<file path="src/rtl/spec_ld_pkg.sv">
package spec_ld_pkg;
  typedef logic [1:0] size_code_t;

  // width in bytes of a size code: 2^code
  function automatic logic [3:0] code_bytes(size_code_t c);
    return 4'd1 << c;
  endfunction
endpackage

</file>
<file path="src/rtl/spec_ld_slot_cmp.sv">
module spec_ld_slot_cmp
  import spec_ld_pkg::*;
#(
  parameter int REG_W  = 7,
  parameter int ADDR_W = 32
) (
  input  logic              slot_live,
  input  logic [REG_W-1:0]  slot_reg,
  input  logic [ADDR_W-1:0] slot_addr,
  input  size_code_t        slot_size,
  input  logic [REG_W-1:0]  ins_reg,
  input  logic [REG_W-1:0]  chk_reg,
  input  logic [ADDR_W-1:0] st_addr,
  input  size_code_t        st_size,
  output logic              ins_same_reg,
  output logic              chk_same_reg,
  output logic              st_overlap
);
  localparam int EW = ADDR_W + 1;

  logic [EW-1:0] s_lo, s_hi, w_lo, w_hi;

  always_comb begin
    s_lo = {1'b0, slot_addr};
    s_hi = s_lo + EW'(code_bytes(slot_size));
    w_lo = {1'b0, st_addr};
    w_hi = w_lo + EW'(code_bytes(st_size));
    ins_same_reg = slot_live && (slot_reg == ins_reg);
    chk_same_reg = slot_live && (slot_reg == chk_reg);
    st_overlap   = slot_live && (w_lo < s_hi) && (s_lo < w_hi);
  end
endmodule

</file>
<file path="src/rtl/spec_ld_victim.sv">
module spec_ld_victim #(
  parameter int ENTRIES = 8,
  localparam int IDX_W  = (ENTRIES > 1) ? $clog2(ENTRIES) : 1
) (
  input  logic               clk,
  input  logic               rst_n,
  input  logic               ins_valid,
  input  logic [ENTRIES-1:0] live,
  input  logic [ENTRIES-1:0] reg_match,
  output logic [IDX_W-1:0]   slot,
  output logic               evicting
);
  logic [IDX_W-1:0] rr_ptr;

  always_comb begin
    slot     = rr_ptr;
    evicting = 1'b0;
    if (|reg_match) begin
      for (int i = ENTRIES - 1; i >= 0; i--)
        if (reg_match[i]) slot = IDX_W'(i);
    end else if (!(&live)) begin
      for (int i = ENTRIES - 1; i >= 0; i--)
        if (!live[i]) slot = IDX_W'(i);
    end else begin
      evicting = 1'b1;
    end
  end

  always_ff @(posedge clk) begin
    if (!rst_n)
      rr_ptr <= '0;
    else if (ins_valid && evicting)
      rr_ptr <= (rr_ptr == IDX_W'(ENTRIES - 1)) ? '0 : rr_ptr + 1'b1;
  end

  // pointer moves exactly on a full-table replacement
  assert_rr_step_R8: assert property (@(posedge clk) disable iff (!rst_n)
    (ins_valid && evicting && rr_ptr != IDX_W'(ENTRIES - 1)) |=> rr_ptr == $past(rr_ptr) + 1'b1);
  assert_rr_hold_R8: assert property (@(posedge clk) disable iff (!rst_n)
    !(ins_valid && evicting) |=> $stable(rr_ptr));
endmodule

</file>
<file path="src/rtl/spec_ld_table.sv">
module spec_ld_table
  import spec_ld_pkg::*;
#(
  parameter int ENTRIES = 8,
  parameter int REG_W   = 7,
  parameter int ADDR_W  = 32
) (
  input  logic              clk,
  input  logic              rst_n,
  input  logic              ins_valid,
  input  logic [REG_W-1:0]  ins_reg,
  input  logic [ADDR_W-1:0] ins_addr,
  input  logic [1:0]        ins_size,
  input  logic              st_valid,
  input  logic [ADDR_W-1:0] st_addr,
  input  logic [1:0]        st_size,
  input  logic              chk_valid,
  input  logic [REG_W-1:0]  chk_reg,
  output logic              chk_done,
  output logic              chk_hit
);
  localparam int IDX_W = (ENTRIES > 1) ? $clog2(ENTRIES) : 1;

  logic [ENTRIES-1:0] valid_q;
  logic [REG_W-1:0]   reg_q  [ENTRIES];
  logic [ADDR_W-1:0]  addr_q [ENTRIES];
  size_code_t         size_q [ENTRIES];

  logic [ENTRIES-1:0] ins_same, chk_same, st_hit, kill, live, ins_match;
  logic [IDX_W-1:0]   wr_slot;
  logic               evicting;

  for (genvar g = 0; g < ENTRIES; g++) begin : g_slot
    spec_ld_slot_cmp #(.REG_W(REG_W), .ADDR_W(ADDR_W)) u_cmp (
      .slot_live    (valid_q[g]),
      .slot_reg     (reg_q[g]),
      .slot_addr    (addr_q[g]),
      .slot_size    (size_q[g]),
      .ins_reg      (ins_reg),
      .chk_reg      (chk_reg),
      .st_addr      (st_addr),
      .st_size      (st_size),
      .ins_same_reg (ins_same[g]),
      .chk_same_reg (chk_same[g]),
      .st_overlap   (st_hit[g])
    );
  end

  // store acts before the insert of the same cycle
  assign kill      = st_valid ? st_hit : '0;
  assign live      = valid_q & ~kill;
  assign ins_match = ins_same & live;

  spec_ld_victim #(.ENTRIES(ENTRIES)) u_victim (
    .clk       (clk),
    .rst_n     (rst_n),
    .ins_valid (ins_valid),
    .live      (live),
    .reg_match (ins_match),
    .slot      (wr_slot),
    .evicting  (evicting)
  );

  always_ff @(posedge clk) begin
    if (!rst_n) begin
      valid_q <= '0;
    end else begin
      valid_q <= live;
      if (ins_valid) valid_q[wr_slot] <= 1'b1;
    end
  end

  always_ff @(posedge clk) begin
    if (ins_valid) begin
      reg_q[wr_slot]  <= ins_reg;
      addr_q[wr_slot] <= ins_addr;
      size_q[wr_slot] <= ins_size;
    end
  end

  always_ff @(posedge clk) begin
    if (!rst_n) begin
      chk_done <= 1'b0;
      chk_hit  <= 1'b0;
    end else begin
      chk_done <= chk_valid;
      chk_hit  <= chk_valid && (|chk_same);
    end
  end

  // one live slot per register at most
  assert_one_owner_R7: assert property (@(posedge clk) disable iff (!rst_n)
    $onehot0(ins_same));
  // answer exactly one cycle after the strobe
  assert_answer_timing_R2: assert property (@(posedge clk) disable iff (!rst_n)
    chk_valid |=> chk_done);
  assert_no_stray_done_R2: assert property (@(posedge clk) disable iff (!rst_n)
    !chk_valid |=> !chk_done && !chk_hit);
  // written slot is live next cycle
  assert_insert_lands_R3: assert property (@(posedge clk) disable iff (!rst_n)
    ins_valid |=> valid_q[$past(wr_slot)]);
  // overlapped slots drop unless refilled by the same-cycle insert
  assert_store_kills_R4: assert property (@(posedge clk) disable iff (!rst_n)
    (st_valid && !ins_valid) |=> (valid_q & $past(st_hit)) == '0);
endmodule

</file>
<file path="config.mk">
export PLATFORM = sky130hd
export DESIGN_NAME = spec_ld_table
export DESIGN_NICKNAME = d
export VERILOG_FILES = /design/src/rtl/spec_ld_pkg.sv /design/src/rtl/spec_ld_slot_cmp.sv /design/src/rtl/spec_ld_victim.sv /design/src/rtl/spec_ld_table.sv
export SDC_FILE = /design/constraint.sdc
export NUM_CORES = 1
export LEC_CHECK = 0
export CAP_MARGIN = 20
export CORE_ASPECT_RATIO = 1.25
export CORE_MARGIN = 10
export CORE_UTILIZATION = 38
export DETAILED_ROUTE_END_ITERATION = 10
export GPL_ROUTABILITY_DRIVEN = 0
export PLACE_DENSITY_LB_ADDON = 0.12
export RECOVER_POWER = 100
export SYNTH_ARGS = -nofsm -noshare
export SYNTH_HDL_FRONTEND = slang
export SYNTH_SLANG_ARGS = --single-unit
</file>
<file path="constraint.sdc">
create_clock -name clk -period 14.3 [get_ports clk]
set_input_delay 2.86 -clock clk [delete_from_list [all_inputs] [get_ports clk]]
set_output_delay 2.86 -clock clk [all_outputs]
set_load 0.005 [all_outputs]
</file>
* After elaboration in Yosys (flattened, before gate mapping)
Memories as Yosys holds them, arrays and structs flattened. Index checks and enable logic that the tools add are counted.
Storage, ports and cells: register bits 13, latch bits 0, memory bits (writable) 328, ROM bits 0, word-level logic and storage cells 130, memories kept 3
Cells by class: add/subtract/negate cells 10, $mul 0, div/mod/pow operators 0, $lt $le $gt $ge 18, equality and inequality tests 17, shift operators 9, muxes and demuxes 27, bitwise operators 4, reductions and logical operators 38
Memory list:
- addr_q | words 8, bits a word 32, read ports 8, clocked after memory_dff 0, wr ports 1, RTL line spec_ld_table.sv:26 | logic [ADDR_W-1:0] addr_q [ENTRIES];
- reg_q | words 8, bits a word 7, read ports 8, clocked after memory_dff 0, wr ports 1, RTL line spec_ld_table.sv:25 | logic [REG_W-1:0] reg_q [ENTRIES];
- size_q | words 8, bits a word 2, read ports 8, clocked after memory_dff 0, wr ports 1, RTL line spec_ld_table.sv:27 | size_code_t size_q [ENTRIES];
Operators by type and width (number):
- $lt A32 B33 Y1 | 16
- $add A32 B4 Y33 | 9
- $eq A7 B7 Y1 | 16
- $mux W3 | 19
- $shl A1 B2 Y4 const A | 9
- $logic_and A1 B1 Y1 | 35
- $and A8 B8 Y8 | 2
- $mux W8 | 2
- $reduce_or A8 Y1 | 2
- $not A8 Y8 | 1
- $or A8 B8 Y8 | 1
- $reduce_and A8 Y1 | 1
- $mux W1 | 5
- $lt A3 B4 Y1 const B | 1
- $add A3 B1 Y3 const B | 1
- $demux W1 S3 | 1
- $eq A3 B3 Y1 const B | 1
- $ge A3 B1 Y1 const B | 1

* Longest topological paths before layout
Gate-level depths: netlist (run 1). An unclocked memory read counts as a cell.
word-level depth 25, gate-level depth with buffers 27, mapped depth without buffers 26

* Modules after synthesis
Synthesis (run 1) repeated with hierarchy kept, for this count alone.
Second synthesis, totals: cell total of the unflattened synthesis 3425, area total of the unflattened synthesis 33669.8 um^2
Modules (own cells, without submodules):
- spec_ld_table | times used 1, cells an instance 375, area an instance 10342.4 um^2, seq. area each 10049.6 um^2
- spec_ld_slot_cmp at g_slot[2].u_cmp ... | times used 3, cells an instance 383, area an instance 2895.3 um^2, seq. area each 0.0 um^2
- spec_ld_slot_cmp at g_slot[0].u_cmp ... | times used 2, cells an instance 371, area an instance 2874.0 um^2, seq. area each 0.0 um^2
- spec_ld_slot_cmp at g_slot[4].u_cmp | times used 1, cells an instance 365, area an instance 2859.0 um^2, seq. area each 0.0 um^2
- spec_ld_slot_cmp at g_slot[5].u_cmp | times used 1, cells an instance 370, area an instance 2849.0 um^2, seq. area each 0.0 um^2
- spec_ld_slot_cmp at g_slot[7].u_cmp | times used 1, cells an instance 378, area an instance 2847.7 um^2, seq. area each 0.0 um^2
- spec_ld_victim | times used 1, cells an instance 46, area an instance 337.8 um^2, seq. area each 60.1 um^2

* Least setup slack after synthesis (run 1)
Ideal clock, no wire load.
path kind in2reg, start in st_size[1], end mem addr_q[3][0], enable pin, setup time 541 ps, arrival time 11776 ps, required time 13759 ps, path slack 1983 ps, stages on the path 24, path through nand2b_1 inv_1 ha_1 a21o_1 a21oi_1 nor2b_1 o2111a_1 and3_1 and2_1 clkbuf_1 nand2_1 xor2_1 ha_1 a21o_1 a211oi_1 o31ai_1 or4b_1 a32oi_1 nor2_1 a2111o_1 a2111o_1 and2_1 buf_2 nor4_1
Between the ends: word-level cells in the longest chain between the ends 17
RTL lines:
- start: declaration | RTL line spec_ld_table.sv:16 | input logic [1:0] st_size,
- $shl A1 B2 Y4 * | RTL line spec_ld_pkg.sv:6 | return 4'd1 << c;
- $add A32 B4 Y33 * | RTL line spec_ld_slot_cmp.sv:27 | w_hi = w_lo + EW'(code_bytes(st_size));
- $lt A32 B33 Y1 | RTL line spec_ld_slot_cmp.sv:30 | st_overlap = slot_live && (w_lo < s_hi) && (s_lo < w_hi);
- $logic_and A1 B1 Y1 | RTL line spec_ld_slot_cmp.sv:30
- $mux W8 * | RTL line spec_ld_table.sv:50 | assign kill = st_valid ? st_hit : '0;
- $not A8 Y8 * | RTL line spec_ld_table.sv:51 | assign live = valid_q & ~kill;
- $and A8 B8 Y8 * | RTL line spec_ld_table.sv:51
- $mux W3 or $and A8 B8 Y8 (tied branches) | RTL line spec_ld_victim.sv:23, spec_ld_table.sv:52
- $mux W3 (on tied branches) (7 in series) | RTL line spec_ld_victim.sv:23, spec_ld_victim.sv:20
- $mux W3 (on tied branches) | RTL line spec_ld_victim.sv:21, spec_ld_victim.sv:20
- $mux W3 * | RTL line spec_ld_victim.sv:18 | if (|reg_match) begin
- end: declaration | RTL line spec_ld_table.sv:26
Every way passes the cells marked *; elsewhere a longest branch is shown, timed or not.

* Worst setup path after layout (run 1)
start in st_addr[1], end mem size_q[1][0] (netlist bit), enable pin
Between the ends: word-level cells in the longest chain between the ends 16
RTL lines:
- start: declaration | RTL line spec_ld_table.sv:15 | input logic [ADDR_W-1:0] st_addr,
- $add A32 B4 Y33 or $lt A32 B33 Y1 (tied branches) | RTL line spec_ld_slot_cmp.sv:27, spec_ld_slot_cmp.sv:30
- $lt A32 B33 Y1 or $logic_and A1 B1 Y1 (tied branches) | RTL line spec_ld_slot_cmp.sv:30
- $logic_and A1 B1 Y1 | RTL line spec_ld_slot_cmp.sv:30
- $mux W8 * | RTL line spec_ld_table.sv:50
- $not A8 Y8 * | RTL line spec_ld_table.sv:51
- $and A8 B8 Y8 * | RTL line spec_ld_table.sv:51
- $mux W3 or $and A8 B8 Y8 (tied branches) | RTL line spec_ld_victim.sv:23, spec_ld_table.sv:52
- $mux W3 (on tied branches) (7 in series) | RTL line spec_ld_victim.sv:23, spec_ld_victim.sv:20
- $mux W3 (on tied branches) | RTL line spec_ld_victim.sv:21, spec_ld_victim.sv:20
- $mux W3 * | RTL line spec_ld_victim.sv:18
- end: declaration | RTL line spec_ld_table.sv:27
Marked as above.

==> results.ini, run 1 <==
[worst_setup_path]
cp_slowest_stage_delay_ps = 1920
endpoint_kind = flop
critPathKind = in -> reg
type_of_element_launching_the_critical_path = primary input
crit_path_cell_trace = dlygate4sd3_1, inv_1, fa_1, nor2b_1, o311a_1, and3_1, nand3_1, xor2_1, ha_1, a211oi_1, o21ai_0, a2111oi_0, o21ai_0, a41o_1, nand4_1, a21oi_1, a2111o_1, a2111o_1, and2_0, nor3_2, clkbuf_1
cp.required_ps = 14410
number_of_cells_on_the_critical_path = 21
crit_buf_inv = 3
maximum_fanout_encountered_on_the_critical_timing_path = 41
endpoint_arrival_time_on_the_critical_path_ps = 12360
crit_path_top_delay_cell = sky130_fd_sc_hd__clkbuf_1
cp-startpoint = st_addr[1]
cpLargestDelayFamily = compound AO/OA/AOI/OAI gates
ff2ff_setup_slack_ps = 4560
r2r_start = size_q[4][0]
ff2ff_path_depth = 26

[detailed_routing]
drc_errors = 0
dr.first_iter.drc_count = 1799
routed-via-count = 22989
route.detailed.wl_per_inst_um = 24.8
routed_via_density = 5.84
drt-total-wl_um = 97700
dr_pass1_iterations = 5
final_antenna_net_count = 0

[placement]
placement.io_buffers = 88
place_hpwl_um = 77600

[global_route]
grt_max_degree = 42
global_route.peak_usage_layer = met2
grt.met3_usage_pct = 2.86
global_route.usage.met1_pct = 27.1
antenna_found_initial = 0
met2_usage_pct = 38.3
grt_pass1_vias = 22654
globalRoute.totalOverflow = 0
track_usage_pct = 22.0
global_route_wire_length_before_repair_um = 145000

[pwr]
report.power.total_w = 0.00292
cellPowerDensity_nw_per_um2 = 89.5
power_leakage_nw = 12.7
irDropWorstVdd_mv = 0.0865

[job]
cap_viol_max_count = 5

[finish]
layout.cells.most_common_list = sky130_fd_sc_hd__ha_1, sky130_fd_sc_hd__edfxtp_1, sky130_fd_sc_hd__xor2_1, sky130_fd_sc_hd__nand2_1, sky130_fd_sc_hd__a21oi_1
layout.cells.most_common = sky130_fd_sc_hd__ha_1
share_of_layout_cells_above_drive_strength_1_pct = 4.72
n_fill_cell = 7139
seq_area_sq_um = 10100
area.growth.synth_to_final_pct = 13.7
final_net_count = 3566
antennaDiodeCount = 0
area_of_combinational_cells_with_multiple_inputs_sq_um = 18300

[logic_synthesis]
postSynth.topFlopCell = sky130_fd_sc_hd__edfxtp_1
ys_async_sr_fraction_pct = 0
synth_compound_area_share_pct = 12.4
synth_cell_type_count = 81
sequential_share_of_the_synthesized_area_pct = 35.2
yosys_warnings = 0
synth_xor_xnor_area_share_pct = 11.6
synth.area.mux_share_pct = 0.0697
synth_cells = 2758
synth_enable_flop_cells = 328
ys_seq_elements = 341
synth-adder-area-share_pct = 23.9
synth.cell_area_sq_um = 28700
syn-mean-instance-area_sq_um = 10.4
largest_family_of_logic_cells_by_synthesized_area = adder cells
synth-simple-area-share_pct = 15.7
synthesized_netlist_net_count = 3388

[sta]
finalSetupViolCount = 0
maxSlewViolCount = 177
maxSlewHeadroom_pct = -107
setup_total_negative_slack_ps = 0
timing_hold_violations_final = 0
finalClockSkew_ps = 35.0
clock.fmax_mhz = 81.7
tightestPinTransition_ps = 3110
final.period_utilization_pct = 85.6
grt_setup_unrepaired = false
finalWorstPathRequiredPeriod_ps = 12240

[die]
fp.dieW_um = 266
initial_cell_density_of_the_core_pct = 38.4
die-height_um = 327
ios = 89
core_area_sq_um = 74800
rows = 112
die-area_sq_um = 87000

[run_status]
result_of_the_run = finished with violations
failed_checks = capacitance limit, slew limit

[worst_hold_path]
timing.hold.worst.class = reg -> reg
holdCritStartpoint = u_victim.rr_ptr[0]
hold-path-cell-count = 2

[clocking]
post_cts_resized = 0
clock-sinks = 341
tritoncts_clock_tree = done
cts_inserted_buffers = 42
cts.reportedPaths.clkPinSlew_ps = 60
cts-root-buf = sky130_fd_sc_hd__clkbuf_16
cts_setup_buffers = 0
ctsHoldBuffers = 0
clock_latency_of_the_later_clocked_register_in_the_worst_skew_pair_ps = 580
cts-htree-levels = 2
max-clock-path-buffers = 3

synth_stat cells (57+ instances only):
master	number	area, sq um
sky130_fd_sc_hd__ha_1	534	6680
sky130_fd_sc_hd__edfxtp_1	328	9850
sky130_fd_sc_hd__xor2_1	227	1990
sky130_fd_sc_hd__nand2_1	216	811
sky130_fd_sc_hd__a21oi_1	188	941
sky130_fd_sc_hd__xnor2_1	154	1350
sky130_fd_sc_hd__nand4_1	128	801
sky130_fd_sc_hd__nor2_1	122	458
sky130_fd_sc_hd__o21ai_0	110	551
sky130_fd_sc_hd__nand3_1	96	480
sky130_fd_sc_hd__a21o_1	63	473
sky130_fd_sc_hd__inv_1	60	225
sky130_fd_sc_hd__and3_1	57	357
logic make-up (layout without fill, tap and decap cells):
kind of cell / after synthesis / after routing
DFF: 341 / 341
AOI/OAI and AO/OA: 557 / 557
buffers and inverters: 83 / 293
muxes: 2 / 2
xor gates and xnor gates: 381 / 381
adders and majority gates: 543 / 543
and+or+nand+nor: 851 / 851
report_power, final:
group	switching (W)	internal, W
logic	0.000361	0.000229
clock network	0.000455	0.000669
registers	0.0000519	0.00116
layout make-up:
cell class | instances | share of cell area [%]
well taps | 969 | 3.71
inverters | 60 | 0.690
clock buffers | 51 | 3.45
flip-flops and latches | 341 | 31.0
clock inverters | 25 | 0.878
multi-input cells | 2334 | 56.1
repair buffers | 157 | 4.19
flip-flops by register name (all words and copies together) (netlist names):
register and flops:
valid_q 8, addr_q 256, u_victim.rr_ptr 3, size_q 16, chk_hit 1, chk_done 1, reg_q 56
worst min-delay path, cell delays in order (launching register included):
cell	delay, ps
sky130_fd_sc_hd__dfxtp_1	340
sky130_fd_sc_hd__nand2_1	80
sky130_fd_sc_hd__a21oi_2	50
per-stage QoR:
step / hold slack [ps] / area [sq um] / std cells / utilization (%) / setup slack (ps)
3_5_place_dp: 503 / 31200 / 3857 / 41.8 / 2780
3_3_place_gp: 491 / 31200 / 3857 / 41.8 / 2910
6_report: 515 / 32600 / 3937 / 43.6 / 2060
5_1_grt: 551 / 32600 / 3937 / 43.6 / 1520
4_1_cts: 515 / 32700 / 3933 / 43.6 / 3390
2_1_floorplan: 466 / 28700 / 2758 / - / 1980
per-layer routing:
layer	vias up	part of all wire [%]
met5	-	0
met4	0	4.5
met3	179	4.8
met2	674	49
met1	11197	42
li1	10939	-
final timing paths:
| kind | end |
|---|---|
| worst max register to register | addr_q[6][4] |
| worst max-delay path | size_q[1][0] |
| worst min-delay path | u_victim.rr_ptr[0] |
| worst min register to register | u_victim.rr_ptr[0] |
Power figures use the tool's default switching activity.
==> run 2, diff against run 1 <==
--- a/config.mk
+++ b/config.mk
@@ -7,7 +7,7 @@
 export LEC_CHECK = 0
 export CAP_MARGIN = 20
 export CORE_ASPECT_RATIO = 1.25
-export CORE_MARGIN = 10
+export CORE_MARGIN = 2
 export CORE_UTILIZATION = 38
 export DETAILED_ROUTE_END_ITERATION = 10
 export GPL_ROUTABILITY_DRIVEN = 0
==> constraint.sdc (replaced) <==
create_clock -name clk -period 13 [get_ports clk]
set_input_delay 2.6 -clock clk [delete_from_list [all_inputs] [get_ports clk]]
set_output_delay 2.6 -clock clk [all_outputs]
set_load 0.005 [all_outputs]
==> results.ini, run 2 (synthesis results as in run 1) <==
[finish]
reg_top3 = addr_q (256), reg_q (56), size_q (16)
max_flop_register = addr_q
share_of_layout_cells_above_drive_strength_1_pct = 4.79
largest_reg_flops = 256
design_area_sq_um = 32600
layout.cells.most_common = sky130_fd_sc_hd__ha_1
final_net_count = 3561
antennaDiodeCount = 0
n_fill_cell = 7116
layout.cells.most_common_list = sky130_fd_sc_hd__ha_1, sky130_fd_sc_hd__edfxtp_1, sky130_fd_sc_hd__xor2_1, sky130_fd_sc_hd__nand2_1, sky130_fd_sc_hd__a21oi_1
area.growth.synth_to_final_pct = 13.4

[worst_setup_path]
ff2ff_path_depth = 27
maximum_fanout_encountered_on_the_critical_timing_path = 34
cp_slowest_stage_delay_ps = 940
crit_buf_inv = 2
cpLargestDelayFamily = simple AND/OR/NAND/NOR gates
endpoint_arrival_time_on_the_critical_path_ps = 11710
type_of_element_launching_the_critical_path = primary input
endpoint_kind = flop
cp.required_ps = 13190
crit_path_cell_trace = dlygate4sd3_1, ha_1, a21o_1, a21oi_1, nor2b_1, o2111a_1, and3_1, and2_0, nand4_1, xor2_1, ha_1, and3_1, a221oi_1, o21ai_0, or2_2, nor4b_1, o31ai_1, a2bb2oi_1, o2111ai_1, a311oi_1, nor2_1, nor3_1, clkbuf_2
crit_path_top_delay_cell = sky130_fd_sc_hd__dlygate4sd3_1
number_of_cells_on_the_critical_path = 23
critPathKind = in -> reg

[detailed_routing]
drt-total-wl_um = 97900
dr.first_iter.drc_count = 1581
final_antenna_net_count = 0
dr_pass1_iterations = 7
routed_via_density = 5.85
routed-via-count = 22977
drc_errors = 0
route.detailed.wl_per_inst_um = 24.9

[pwr]
cellPowerDensity_nw_per_um2 = 97.8
power_leakage_nw = 12.6
irDropWorstVdd_mv = 0.108
report.power.total_w = 0.00318

[clocking]
ctsHoldBuffers = 0
cts_inserted_buffers = 42
cts.reportedPaths.clkPinSlew_ps = 60
cts_setup_buffers = 0
post_cts_resized = 0
cts-htree-levels = 2
cts-root-buf = sky130_fd_sc_hd__clkbuf_16
clock-sinks = 341
clock_latency_of_the_later_clocked_register_in_the_worst_skew_pair_ps = 580
max-clock-path-buffers = 3
tritoncts_clock_tree = done

[sta]
grt_setup_unrepaired = false
hold-worst-slack_ps = 524
timing_hold_violations_final = 0
maxSlewViolCount = 73
clock.fmax_mhz = 86.8
final.period_utilization_pct = 88.6
tightestPinTransition_ps = 2100
finalSetupViolCount = 0
finalWorstPathRequiredPeriod_ps = 11520
setup_total_negative_slack_ps = 0
finalClockSkew_ps = 19.1
maxSlewHeadroom_pct = -39.7

[die]
initial_cell_density_of_the_core_pct = 38.4
fp.dieW_um = 250
core_area_sq_um = 74700
ios = 89
die-height_um = 311
rows = 112
die-area_sq_um = 77800

[placement]
detailed_place.area_sq_um = 31200
placement.io_buffers = 88
place_hpwl_um = 76300

[global_route]
antenna_found_initial = 0
global_route_wire_length_before_repair_um = 146000
track_usage_pct = 24.9
globalRoute.totalOverflow = 0
grt_max_degree = 42
grt_pass1_vias = 22888

[job]
cap_viol_max_count = 2

[run_status]
result_of_the_run = finished with violations
failed_checks = capacitance limit, slew limit

[worst_hold_path]
hold-path-cell-count = 2
timing.hold.worst.class = reg -> reg

[run 2: changes by cell type in the layout (fill, tap and decap cells not counted), moves of 2 or more]
| cell | delta |
|---|---|
| sky130_fd_sc_hd__clkinv_1 | -2 |
| sky130_fd_sc_hd__buf_4 | -5 |
| sky130_fd_sc_hd__clkbuf_2 | +5 |
| sky130_fd_sc_hd__dlymetal6s2s_1 | -2 |
| sky130_fd_sc_hd__clkbuf_1 | -4 |
| sky130_fd_sc_hd__clkbuf_8 | -2 |
| sky130_fd_sc_hd__xnor2_1 | -3 |
| sky130_fd_sc_hd__bufinv_16 | -2 |
| sky130_fd_sc_hd__clkbuf_16 | +2 |
| sky130_fd_sc_hd__clkinv_2 | +2 |
| sky130_fd_sc_hd__xnor2_2 | +3 |
[run 2: metrics by stage]
| stage | setup WS (ps) | std cells | util (%) |
|---|---|---|---|
| finish | 1480 | 3931 | 43.6 |
| global route | 1070 | 3931 | 43.6 |
| CTS | 2290 | 3929 | 43.7 |
| detailed placement | 1710 | 3854 | 41.8 |
| global placement | 1810 | 3854 | 41.8 |
| floorplan | 943 | 2758 | - |
[run 2: worst reg2reg max path: stages, from the launching register on]
cell	delay (ps)
sky130_fd_sc_hd__edfxtp_1	430
sky130_fd_sc_hd__nand2b_1	150
sky130_fd_sc_hd__inv_1	60
sky130_fd_sc_hd__ha_1	280
sky130_fd_sc_hd__a21o_1	120
sky130_fd_sc_hd__a21oi_1	100
sky130_fd_sc_hd__nor2b_1	130
sky130_fd_sc_hd__o21ai_0	190
sky130_fd_sc_hd__nand2b_1	270
sky130_fd_sc_hd__nor3_1	310
sky130_fd_sc_hd__and3_1	280
sky130_fd_sc_hd__nand2_1	100
sky130_fd_sc_hd__nor3_1	710
sky130_fd_sc_hd__nand3_1	200
sky130_fd_sc_hd__xor2_1	180
sky130_fd_sc_hd__ha_1	180
sky130_fd_sc_hd__a21o_1	150
sky130_fd_sc_hd__a21oi_1	140
sky130_fd_sc_hd__o221ai_1	140
sky130_fd_sc_hd__o211ai_1	130
sky130_fd_sc_hd__o221ai_1	240
sky130_fd_sc_hd__nor3_1	910
sky130_fd_sc_hd__a2bb2oi_1	400
sky130_fd_sc_hd__o2111ai_1	170
sky130_fd_sc_hd__a311oi_1	670
sky130_fd_sc_hd__nor2_1	240
sky130_fd_sc_hd__nor3_1	910
sky130_fd_sc_hd__clkbuf_2	940
[run 2: metal layers]
layer	global-route usage [%]	routed length [um]	vias up
met5	0	0	-
met4	11.1	4810	0
met3	2.92	4860	232
met2	42.8	47000	732
met1	31.4	41300	11082
li1	-	-	10931
[run 2: area by class of cell]
class / count / area [sq um] / area share [%]
Sequential cell: 341 / 10100 / 31.0
Multi-Input combinational cell: 2334 / 18300 / 56.2
Tap cell: 969 / 1210 / 3.72
Clock buffer: 51 / 1150 / 3.53
Inverter: 60 / 225 / 0.691
Timing Repair Buffer: 152 / 1320 / 4.05
Clock inverter: 24 / 236 / 0.726
[run 2: final timing paths]
| path | from | endpoint | slack, ps |
|---|---|---|---|
| min reg2reg | u_victim.rr_ptr[0] | u_victim.rr_ptr[0] | 520 |
| min | u_victim.rr_ptr[0] | u_victim.rr_ptr[0] | 520 |
| max reg2reg | size_q[6][0] | addr_q[5][5] | 3810 |
| max | st_addr[1] | addr_q[5][5] | 1480 |
[run 2: power by group]
part | switching, W | internal, W | total [W]
registers | 0.0000578 | 0.00127 | 0.00133
logic | 0.000398 | 0.000250 | 0.000649
clock network | 0.000500 | 0.000708 | 0.00121
total | 0.000956 | 0.00223 | 0.00318
==> run 3, diff against run 2 <==
--- a/config.mk
+++ b/config.mk
@@ -11,7 +11,6 @@
 export CORE_UTILIZATION = 38
 export DETAILED_ROUTE_END_ITERATION = 10
 export GPL_ROUTABILITY_DRIVEN = 0
-export PLACE_DENSITY_LB_ADDON = 0.12
 export RECOVER_POWER = 100
 export SYNTH_ARGS = -nofsm -noshare
 export SYNTH_HDL_FRONTEND = slang
==> results.ini, run 3 (synthesis results as in run 1) <==
[worst_setup_path]
crit_path_top_delay_cell = sky130_fd_sc_hd__and3_1
crit_buf_inv = 3
ff2ff_setup_slack_ps = 3930
type_of_element_launching_the_critical_path = primary input
ff2ff_path_depth = 26
critPathKind = in -> reg
r2r_start = size_q[4][0]
worst_r2r_dst = size_q[6][0]
cpMostUsedCell = sky130_fd_sc_hd__a21oi_1
cp_slowest_stage_delay_ps = 1330
maximum_fanout_encountered_on_the_critical_timing_path = 28
endpoint_kind = flop
crit_path_cell_trace = dlygate4sd3_1, ha_1, inv_1, fa_1, nor2b_1, o311a_1, and3_1, nand3_1, xor2_1, ha_1, a21oi_1, nor2_1, a211oi_1, o211ai_1, nor4_1, a21oi_1, o21ai_0, a21oi_1, o311ai_0, and2_0, and3_1, clkbuf_1
cpLargestDelayFamily = simple AND/OR/NAND/NOR gates
cp.required_ps = 13210
endpoint_arrival_time_on_the_critical_path_ps = 11660

[detailed_routing]
drt-total-wl_um = 90600
routed-via-count = 23108
route.detailed.wl_per_inst_um = 23.0
dr.first_iter.drc_count = 1704
dr_pass1_iterations = 8
final_antenna_net_count = 0
routed_via_density = 5.87
drc_errors = 0

[die]
core_area_sq_um = 74700
initial_cell_density_of_the_core_pct = 38.4
die-height_um = 311
rows = 112
ios = 89
die-area_sq_um = 77800
fp.dieW_um = 250

[global_route]
globalRoute.totalOverflow = 0
grt_max_degree = 42
grt_pass1_vias = 23357
track_usage_pct = 23.1
global_route_wire_length_before_repair_um = 139000
antenna_found_initial = 0

[pwr]
report.power.total_w = 0.00317
power_leakage_nw = 12.7
swShare_pct = 29.5
combinationalPowerShare_pct = 20.3
internal-power_w = 0.00224
cellPowerDensity_nw_per_um2 = 97.3
irDropWorstVdd_mv = 0.0794
switchingPower_w = 0.000935
clock_power_share_pct = 37.8
share_seq_of_total_power_pct = 41.8

[worst_hold_path]
holdCritStartpoint = u_victim.rr_ptr[0]
timing.hold.worst.class = reg -> reg
hold-path-cell-count = 2
min_delay_worst_endpoint = u_victim.rr_ptr[0]

[finish]
max_flop_register = addr_q
reg_top3 = addr_q (256), reg_q (56), size_q (16)
layout.cells.most_common_list = sky130_fd_sc_hd__ha_1, sky130_fd_sc_hd__edfxtp_1, sky130_fd_sc_hd__xor2_1, sky130_fd_sc_hd__nand2_1, sky130_fd_sc_hd__a21oi_1
share_of_layout_cells_above_drive_strength_1_pct = 4.58
final_net_count = 3569
area.growth.synth_to_final_pct = 13.6
final_cells = 3938
design_area_sq_um = 32600
layout.cells.most_common = sky130_fd_sc_hd__ha_1
antennaDiodeCount = 0
largest_reg_flops = 256

[sta]
timing_hold_violations_final = 0
finalSetupViolCount = 0
hold-worst-slack_ps = 547
grt_setup_unrepaired = false
finalClockSkew_ps = 39.1
tightestPinTransition_ps = 1810
setup_total_negative_slack_ps = 0
clock.fmax_mhz = 87.3
maxSlewViolCount = 87
maxSlewHeadroom_pct = -21.0
finalWorstPathRequiredPeriod_ps = 11460
final.period_utilization_pct = 88.1

[clocking]
cts-htree-levels = 2
post_cts_resized = 0
cts_inserted_buffers = 40
cts.reportedPaths.clkPinSlew_ps = 60
ctsHoldBuffers = 0
clock-sinks = 341
tritoncts_clock_tree = done
clock_latency_of_the_later_clocked_register_in_the_worst_skew_pair_ps = 590
max-clock-path-buffers = 3
cts_setup_buffers = 0
cts-root-buf = sky130_fd_sc_hd__clkbuf_16

[placement]
dp.cells = 3861
place_hpwl_um = 72000
placement.io_buffers = 88
detailed_place.area_sq_um = 31300

[job]
cap_viol_max_count = 3

[run_status]
failed_checks = capacitance limit, slew limit
result_of_the_run = finished with violations

-- run 3: worst max-delay path by stage --
stage | from | endpoint | slack (ps) | depth (start not counted)
2_1_floorplan | st_size[1] | addr_q[3][0] | 940 | 24
3_3_place_gp | st_addr[1] | addr_q[1][1] | 2070 | 21
3_5_place_dp | st_addr[0] | size_q[3][0] | 1790 | 22
4_1_cts | st_addr[0] | size_q[3][0] | 2350 | 22
5_1_grt | st_addr[0] | addr_q[6][2] | 910 | 22
6_report | st_addr[0] | size_q[6][0] | 1540 | 22
-- run 3: layer usage --
| layer | track usage, % | vias to the layer above | share of wire, % | routed length [um] |
|---|---|---|---|---|
| li1 | - | 10942 | - | - |
| met1 | 28.2 | 11074 | 41 | 37200 |
| met2 | 39.6 | 826 | 47 | 42900 |
| met3 | 2.61 | 266 | 5.2 | 4740 |
| met4 | 13.0 | 0 | 6.4 | 5830 |
| met5 | 0 | - | 0 | 0 |
-- run 3: final cells by class --
cell class | count | area [sq um]
clock buffer | 52 | 1100
clock inverter | 20 | 259
fill | 6952 | 42100
inverter | 60 | 225
multi-input combinational | 2334 | 18300
sequential | 341 | 10100
tap | 969 | 1210
timing repair buffer | 162 | 1410
-- run 3: stage by stage --
step	worst slack, ps	utilization (%)
3_5_place_dp	1790	41.9
4_1_cts	2350	43.7
6_report	1540	43.7
2_1_floorplan	943	-
3_3_place_gp	2070	41.9
5_1_grt	914	43.7
-- run 3: worst register-to-register path: cells and delay by family, from the launching register on --
kind / cells / cell delay (ps)
flip-flops: 1 / 420
XOR/XNOR: 1 / 160
adder cells (fa/ha/maj): 2 / 610
buffers and inverters: 1 / 730
AO/OA/AOI/OAI: 9 / 2820
AND/OR/NAND/NOR: 13 / 3950
-- run 3: power by group through the flow --
stage	registers (W)	clock network [W]	logic [W]
final	0.00133	0.00120	0.000645
after global placement	0.00135	0	0.000613
after CTS	0.00133	0.00122	0.000647
after detailed placement	0.00135	0	0.000642
after global routing	0.00133	0.00125	0.000719
after floorplan	0.00133	0	0.000387
